## src/rtl/ocp_pkg.sv

```systemverilog
package ocp_pkg;

  typedef enum logic [1:0] {
    PB_OFF  = 2'b00,
    PB_ONCE = 2'b01,
    PB_LOOP = 2'b10
  } pb_mode_e;

  // Unused code 11 falls back to the live path.
  function automatic pb_mode_e decode_mode(input logic [1:0] code);
    case (code)
      2'b01:   decode_mode = PB_ONCE;
      2'b10:   decode_mode = PB_LOOP;
      default: decode_mode = PB_OFF;
    endcase
  endfunction

endpackage

```

## src/rtl/ocp_bx_track.sv

```systemverilog
module ocp_bx_track #(
  parameter int ORBIT_LEN = 3564,
  parameter int DEPTH     = 256,
  localparam int BXW      = $clog2(ORBIT_LEN),
  localparam int AW       = $clog2(DEPTH)
) (
  input  logic           clk,
  input  logic           rst_n,
  input  logic           bc0_i,
  output logic [BXW-1:0] bx_q,
  output logic [AW-1:0]  slot_q,
  output logic [AW-1:0]  slot_nxt_o
);

  localparam logic [BXW-1:0] BX_LAST = BXW'(ORBIT_LEN - 1);

  logic [BXW-1:0] bx_d;
  logic [AW-1:0]  slot_d;

  always_comb begin
    if (bc0_i) begin
      bx_d   = '0;
      slot_d = '0;
    end else begin
      bx_d   = (bx_q == BX_LAST) ? '0 : bx_q + 1'b1;
      slot_d = slot_q + 1'b1;
    end
  end

  assign slot_nxt_o = slot_d;

  always_ff @(posedge clk or negedge rst_n) begin
    if (!rst_n) begin
      bx_q   <= '0;
      slot_q <= '0;
    end else begin
      bx_q   <= bx_d;
      slot_q <= slot_d;
    end
  end

  assert_bc0_zero_R2: assert property (@(posedge clk) disable iff (!rst_n)
    bc0_i |=> (bx_q == '0) && (slot_q == '0));

  assert_bx_step_R2: assert property (@(posedge clk) disable iff (!rst_n)
    (!bc0_i && bx_q != BX_LAST) |=> (bx_q == $past(bx_q) + 1'b1));

endmodule

```

## src/rtl/ocp_ctrl.sv

```systemverilog
module ocp_ctrl
  import ocp_pkg::*;
#(
  parameter int DEPTH = 256,
  localparam int AW   = $clog2(DEPTH)
) (
  input  logic          clk,
  input  logic          rst_n,
  input  logic          bc0_i,
  input  logic [1:0]    mode_i,
  input  logic          cap_req_i,
  input  logic          host_we_i,
  input  logic [AW-1:0] slot_q,
  output pb_mode_e      mode_q,
  output logic          cap_we_o,
  output logic          host_we_ok_o,
  output logic          cap_done_o,
  output logic          wr_err_o
);

  localparam logic [AW-1:0] SLOT_LAST = AW'(DEPTH - 1);

  pb_mode_e mode_d;
  logic     armed_q, armed_d;
  logic     run_q, run_d;
  logic     done_d, err_d;
  logic     busy;
  logic     run_end;

  assign run_end = run_q && (slot_q == SLOT_LAST);
  assign busy    = (mode_q != PB_OFF) || run_q;

  always_comb begin
    mode_d  = bc0_i ? decode_mode(mode_i) : mode_q;
    armed_d = cap_req_i || (armed_q && !bc0_i);
    if (bc0_i && armed_q)  run_d = 1'b1;
    else if (run_end)      run_d = 1'b0;
    else                   run_d = run_q;
    if (cap_req_i)         done_d = 1'b0;
    else if (run_end)      done_d = 1'b1;
    else                   done_d = cap_done_o;
    err_d = wr_err_o || (host_we_i && busy);
  end

  assign cap_we_o     = run_q;
  assign host_we_ok_o = host_we_i && !busy;

  always_ff @(posedge clk or negedge rst_n) begin
    if (!rst_n) begin
      mode_q     <= PB_OFF;
      armed_q    <= 1'b0;
      run_q      <= 1'b0;
      cap_done_o <= 1'b0;
      wr_err_o   <= 1'b0;
    end else begin
      mode_q     <= mode_d;
      armed_q    <= armed_d;
      run_q      <= run_d;
      cap_done_o <= done_d;
      wr_err_o   <= err_d;
    end
  end

  assert_mode_hold_R5: assert property (@(posedge clk) disable iff (!rst_n)
    !bc0_i |=> $stable(mode_q));

  assert_err_sticky_R8: assert property (@(posedge clk) disable iff (!rst_n)
    wr_err_o |=> wr_err_o);

  assert_err_set_R8: assert property (@(posedge clk) disable iff (!rst_n)
    (host_we_i && (mode_q != PB_OFF)) |=> wr_err_o);

  assert_done_after_run_R6: assert property (@(posedge clk) disable iff (!rst_n)
    $rose(cap_done_o) |-> $past(run_q));

endmodule

```

## src/rtl/ocp_store.sv

```systemverilog
module ocp_store #(
  parameter int W     = 12,
  parameter int DEPTH = 256,
  localparam int AW   = $clog2(DEPTH)
) (
  input  logic          clk,
  input  logic          rst_n,
  input  logic          we_i,
  input  logic [AW-1:0] waddr_i,
  input  logic [W-1:0]  wdata_i,
  input  logic [AW-1:0] raddr_a_i,
  output logic [W-1:0]  rdata_a_q,
  input  logic [AW-1:0] raddr_b_i,
  output logic [W-1:0]  rdata_b_q
);

  logic [W-1:0] mem [DEPTH];

  always_ff @(posedge clk) begin
    if (we_i) mem[waddr_i] <= wdata_i;
  end

  always_ff @(posedge clk or negedge rst_n) begin
    if (!rst_n) begin
      rdata_a_q <= '0;
      rdata_b_q <= '0;
    end else begin
      rdata_a_q <= mem[raddr_a_i];
      rdata_b_q <= mem[raddr_b_i];
    end
  end

endmodule

```

## src/rtl/orbit_capture_player.sv

```systemverilog
module orbit_capture_player
  import ocp_pkg::*;
#(
  parameter int ENERGY_W  = 8,
  parameter int FLAG_W    = 4,
  parameter int DEPTH     = 256,
  parameter int ORBIT_LEN = 3564
) (
  input  logic                         clk,
  input  logic                         rst_n,
  input  logic                         bc0_i,
  input  logic [ENERGY_W+FLAG_W-1:0]   live_data_i,
  input  logic [1:0]                   mode_i,
  input  logic                         cap_req_i,
  input  logic                         host_we_i,
  input  logic [$clog2(DEPTH)-1:0]     host_addr_i,
  input  logic [ENERGY_W+FLAG_W-1:0]   host_wdata_i,
  output logic [ENERGY_W+FLAG_W-1:0]   out_data_o,
  output logic [ENERGY_W+FLAG_W-1:0]   host_rdata_o,
  output logic                         cap_done_o,
  output logic                         wr_err_o
);

  localparam int W   = ENERGY_W + FLAG_W;
  localparam int AW  = $clog2(DEPTH);
  localparam int BXW = $clog2(ORBIT_LEN);

  logic [BXW-1:0] bx_q;
  logic [AW-1:0]  slot_q, slot_nxt;
  pb_mode_e       mode_q;
  logic           cap_we, host_we_ok;
  logic [W-1:0]   data_q, play_q, out_d;
  logic           use_store;
  logic           mem_we;
  logic [AW-1:0]  mem_waddr;
  logic [W-1:0]   mem_wdata;

  ocp_bx_track #(.ORBIT_LEN(ORBIT_LEN), .DEPTH(DEPTH)) u_track (
    .clk(clk), .rst_n(rst_n), .bc0_i(bc0_i),
    .bx_q(bx_q), .slot_q(slot_q), .slot_nxt_o(slot_nxt)
  );

  ocp_ctrl #(.DEPTH(DEPTH)) u_ctrl (
    .clk(clk), .rst_n(rst_n), .bc0_i(bc0_i), .mode_i(mode_i),
    .cap_req_i(cap_req_i), .host_we_i(host_we_i), .slot_q(slot_q),
    .mode_q(mode_q), .cap_we_o(cap_we), .host_we_ok_o(host_we_ok),
    .cap_done_o(cap_done_o), .wr_err_o(wr_err_o)
  );

  // Capture owns the write port while it runs; the host is refused then.
  assign mem_we    = cap_we || host_we_ok;
  assign mem_waddr = cap_we ? slot_q : host_addr_i;
  assign mem_wdata = cap_we ? data_q : host_wdata_i;

  ocp_store #(.W(W), .DEPTH(DEPTH)) u_store (
    .clk(clk), .rst_n(rst_n), .we_i(mem_we), .waddr_i(mem_waddr),
    .wdata_i(mem_wdata), .raddr_a_i(slot_nxt), .rdata_a_q(play_q),
    .raddr_b_i(host_addr_i), .rdata_b_q(host_rdata_o)
  );

  always_comb begin
    use_store = (mode_q == PB_LOOP) ||
                ((mode_q == PB_ONCE) && (int'(bx_q) < DEPTH));
    out_d     = use_store ? play_q : data_q;
  end

  always_ff @(posedge clk or negedge rst_n) begin
    if (!rst_n) begin
      data_q     <= '0;
      out_data_o <= '0;
    end else begin
      data_q     <= live_data_i;
      out_data_o <= out_d;
    end
  end

endmodule

```

## config.mk

```make
export PLATFORM = sky130hd
export DESIGN_NAME = orbit_capture_player
export DESIGN_NICKNAME = d
export VERILOG_FILES = /design/src/rtl/ocp_pkg.sv /design/src/rtl/ocp_bx_track.sv /design/src/rtl/ocp_ctrl.sv /design/src/rtl/ocp_store.sv /design/src/rtl/orbit_capture_player.sv
export SDC_FILE = /design/constraint.sdc
export NUM_CORES = 2
export LEC_CHECK = 0
export ABC_AREA = 0
export BUFFER_PORTS_ARGS = -buffer_cell sky130_fd_sc_hd__buf_2
export CAP_MARGIN = 10
export CORE_MARGIN = 2
export CORE_UTILIZATION = 54
export DETAILED_ROUTE_END_ITERATION = 10
export GPL_ROUTABILITY_DRIVEN = 0
export PLACE_DENSITY = 0.7
export SYNTH_ARGS = -nofsm -noshare
export SYNTH_HDL_FRONTEND = slang
export SYNTH_HIERARCHICAL = 1
export SYNTH_SLANG_ARGS = --single-unit
```

## constraint.sdc

```tcl
create_clock -name clk -period 3.1 [get_ports clk]
set_input_delay 0.62 -clock clk [delete_from_list [all_inputs] [get_ports clk]]
set_output_delay 0.62 -clock clk [all_outputs]
set_load 0.01 [all_outputs]
```

==> impl_metrics.ini <==
[power_and_ir_drop]
p_sw_share_pct = 23.9
irDropWorstVdd_v = 0.000515
finalPower_w = 0.0970
netSwitchingPower_w = 0.0232
clockPowerShare_pct = 40.5
p_per_area_nw_per_um2 = 546
seqPwrFrac_pct = 48.6
p_leak_nw = 58.0
p_int_w = 0.0739
comb_power_share_pct = 11.0

[clock_tree]
clk_pin_slew_ps = 70
worstSkewPairLatency_ps = 970
numCtsBuffers = 328
cts_buffer_depth = 4
cts.sinks = 3146
htreeDepth = 5
root_buffer = clkbuf_16
cts_tree = done

[route]
drt_wl_total_um = 491000
wl_per_cell_um = 38.4
ant_nets = 0
drc = 0
drtPass1Iterations = 6
dr.first_iter.drc_count = 16300
vias = 93400
vias_per_cell = 7.31

[sta]
min_period_ps = 3440
finalSetupTns_ps = -3540
period_share_pct = 111
rsz0062_at_grt = true
max-slew-margin-rel_pct = 16.9
hold_viol_final = 0
slew_viol_final = 0
setup_viol = 12
fmaxAchievable_ghz = 0.291
finClkSkew_ps = 71.2
worstMarginPinSlew_ps = 1250
worst_slack_ps = -342

[synthesis]
synth-seq-cells = 3146
yosysTopAreaCell = edfxtp_1
ys_warn_count = 6
async_flop_share_pct = 2.35
ys_top_cells_by_count = edfxtp_1, mux4_2, a22oi_1, mux2i_1, nor2_1
syn_avg_cell_area_um2 = 19.4
synthCells = 7480
synth_area_um2 = 145000
synth_most_common_cell = edfxtp_1
netlist.area_leader.share_pct = 63.7
ys_seq_area_share_pct = 65.0
synth_ff_type = edfxtp_1
synth_cell_types = 70
synth_fp_nets = 7522
synth_area_leaders = edfxtp_1, mux4_2, mux2i_1, a22oi_1, dfrtp_1
synth_edf_count = 3072

[critical_path]
crit_path_start_kind = flop
r2r-end = u_store/rdata_a_q[5]$_DFF_PN0_
reg2reg_slack_ps = -340
worstReg2RegStart = u_track/slot_q[0]$_DFF_PN0_
r2r_cells = 14
arrival_ps = 4270
path_class = reg2reg
path_max_fanout = 8
critical_path_required_ps = 3930
end_kind = flop

[place]
dp_slack_ps = -1520
portBuffers = 64
dp_hpwl_um = 330000
dp.cells = 12000

[global_route]
grt_usage_pct = 35.9
grt_pass1_wl_um = 688000
grt_pass1_vias = 92300
grt_max_degree = 121
grt_overflow = 0
antenna_found_initial = 26

[final_layout]
nFillCells = 16900
final_cells = 12800
regArea_um2 = 94100
multi_input_area_um2 = 49000
nNetsFinal = 8981
drive_above_1_share_pct = 42.6
synthToLayoutAreaGrowth_pct = 22.8

[worst_hold_path]
hold_start = host_wdata_i[3]
hp-class = in2reg
hold_path_depth = 2
whs_endpoint = u_store/mem[140][3]$_DFFE_PP_

[floorplanning]
die-area_um2 = 272000
pin_count = 65
chipWidth_um = 522
core_region_area_um2 = 267000
die_h_um = 522
initial_core_util_pct = 54.1
rows = 190

[outcome]
status = complete, but fails checks
failed_checks = negative setup slack

[flow_run]
drv_cap = 0
==> how the worst max path moves through the flow <==
stage / from / endpoint
floorplan: u_ctrl/cap_we_o$_DFFE_PN0P_ / u_store/mem[0][0]$_DFFE_PP_
global placement: bc0_i / u_store/rdata_a_q[5]$_DFF_PN0_
detailed placement: bc0_i / u_store/rdata_a_q[5]$_DFF_PN0_
CTS: u_track/slot_q[0]$_DFF_PN0_ / u_store/rdata_a_q[8]$_DFF_PN0_
global route: u_track/slot_q[0]$_DFF_PN0_ / u_store/rdata_a_q[5]$_DFF_PN0_
finish: u_track/slot_q[0]$_DFF_PN0_ / u_store/rdata_a_q[5]$_DFF_PN0_
==> cell usage in the layout, fill, tap and decap left out, drive strengths merged, types with 77 or more instances in the layout <==
cell type	n
a22oi	420
nand2	96
a21oi	275
clkinv	154
mux4	1376
edfxtp	3072
mux2i	334
nor2	327
clkbuf	403
o22ai	147
nor4	77
buf	1711
o221ai	99
==> power by group through the flow <==
stage | registers (W) | logic, W | clock network [W]
floorplan | 0.0479 | 0.00522 | 0
global placement | 0.0480 | 0.00939 | 0
detailed placement | 0.0480 | 0.00952 | 0
CTS | 0.0471 | 0.0101 | 0.0394
global route | 0.0471 | 0.0108 | 0.0411
finish | 0.0471 | 0.0106 | 0.0393
==> worst max-delay path: stages, from the launching register on <==
cell	delay, ps
dfrtp_1	430
buf_6	150
nand4_1	110
or3_1	360
a21oi_2	190
buf_6	170
buf_12	100
nor2b_4	260
buf_6	180
buf_4	110
o21ai_0	100
a221oi_2	220
a31oi_2	190
nor4_4	580
nor4_1	140
==> registers in the layout, indices dropped and copies added (netlist names) <==
signal	flops
data_q	12
u_ctrl/cap_done_o	1
u_track/slot_q	8
u_ctrl/armed_q	1
u_ctrl/wr_err_o	1
u_store/mem	3072
u_ctrl/cap_we_o	1
u_store/rdata_a_q	12
u_track/bx_q	12
u_store/rdata_b_q	12
out_data_o	12
u_ctrl/mode_q	2
==> logic make-up (layout without fill, tap and decap cells) <==
kind of cell / Yosys count / count (layout) / share of synthesized area, %
adders and majority gates: 3 / 3 / 0.0259
xor gates and xnor gates: 6 / 6 / 0.0363
DFF: 3146 / 3146 / 65.0
AOI/OAI and AO/OA: 1204 / 1204 / 5.76
and+or+nand+nor: 719 / 719 / 2.34
muxes: 1774 / 1774 / 24.2
buffers and inverters: 628 / 2352 / 2.60
other: 0 / 21 / 0
==> area by class of cell <==
| type | count | area share [%] |
|---|---|---|
| sequential | 3146 | 52.9 |
| tap | 3552 | 2.50 |
| clock inverter | 196 | 1.12 |
| inverter | 13 | 0.0275 |
| timing repair buffer | 1744 | 11.0 |
| clock buffer | 399 | 4.83 |
| multi-input combinational | 3706 | 27.6 |
| antenna | 21 | 0.0296 |
==> layer usage <==
metal  up-vias  routed length (um)  global-route usage [%]
met5         -                 153                  0.0702
met4        20               35000                    21.0
met3      1536               70700                    10.6
met2      8098              221000                    53.4
met1     48200              164000                    47.3
li1      35500                   -                       -
==> timing repair <==
item / in CTS / in global routing
gates resized for setup: 267 / 169
endpoints found under the hold margin: 46 / 0
endpoints found under the setup margin: 12 / 12
gates cloned: 22 / 4
buffers inserted: 73 / 48
pin swaps: 55 / 56
hold buffers: 18 / 0
==> stage by stage <==
step | util (%) | hold WS, ps | cell area [um2]
detailed placement | 60.9 | 448 | 163000
floorplan | - | 324 | 145000
finish | 66.5 | 106 | 178000
CTS | 66.0 | 62.9 | 176000
global placement | 60.9 | 435 | 163000
global route | 66.4 | 89.8 | 178000
(Power assumes the default switching activity.)
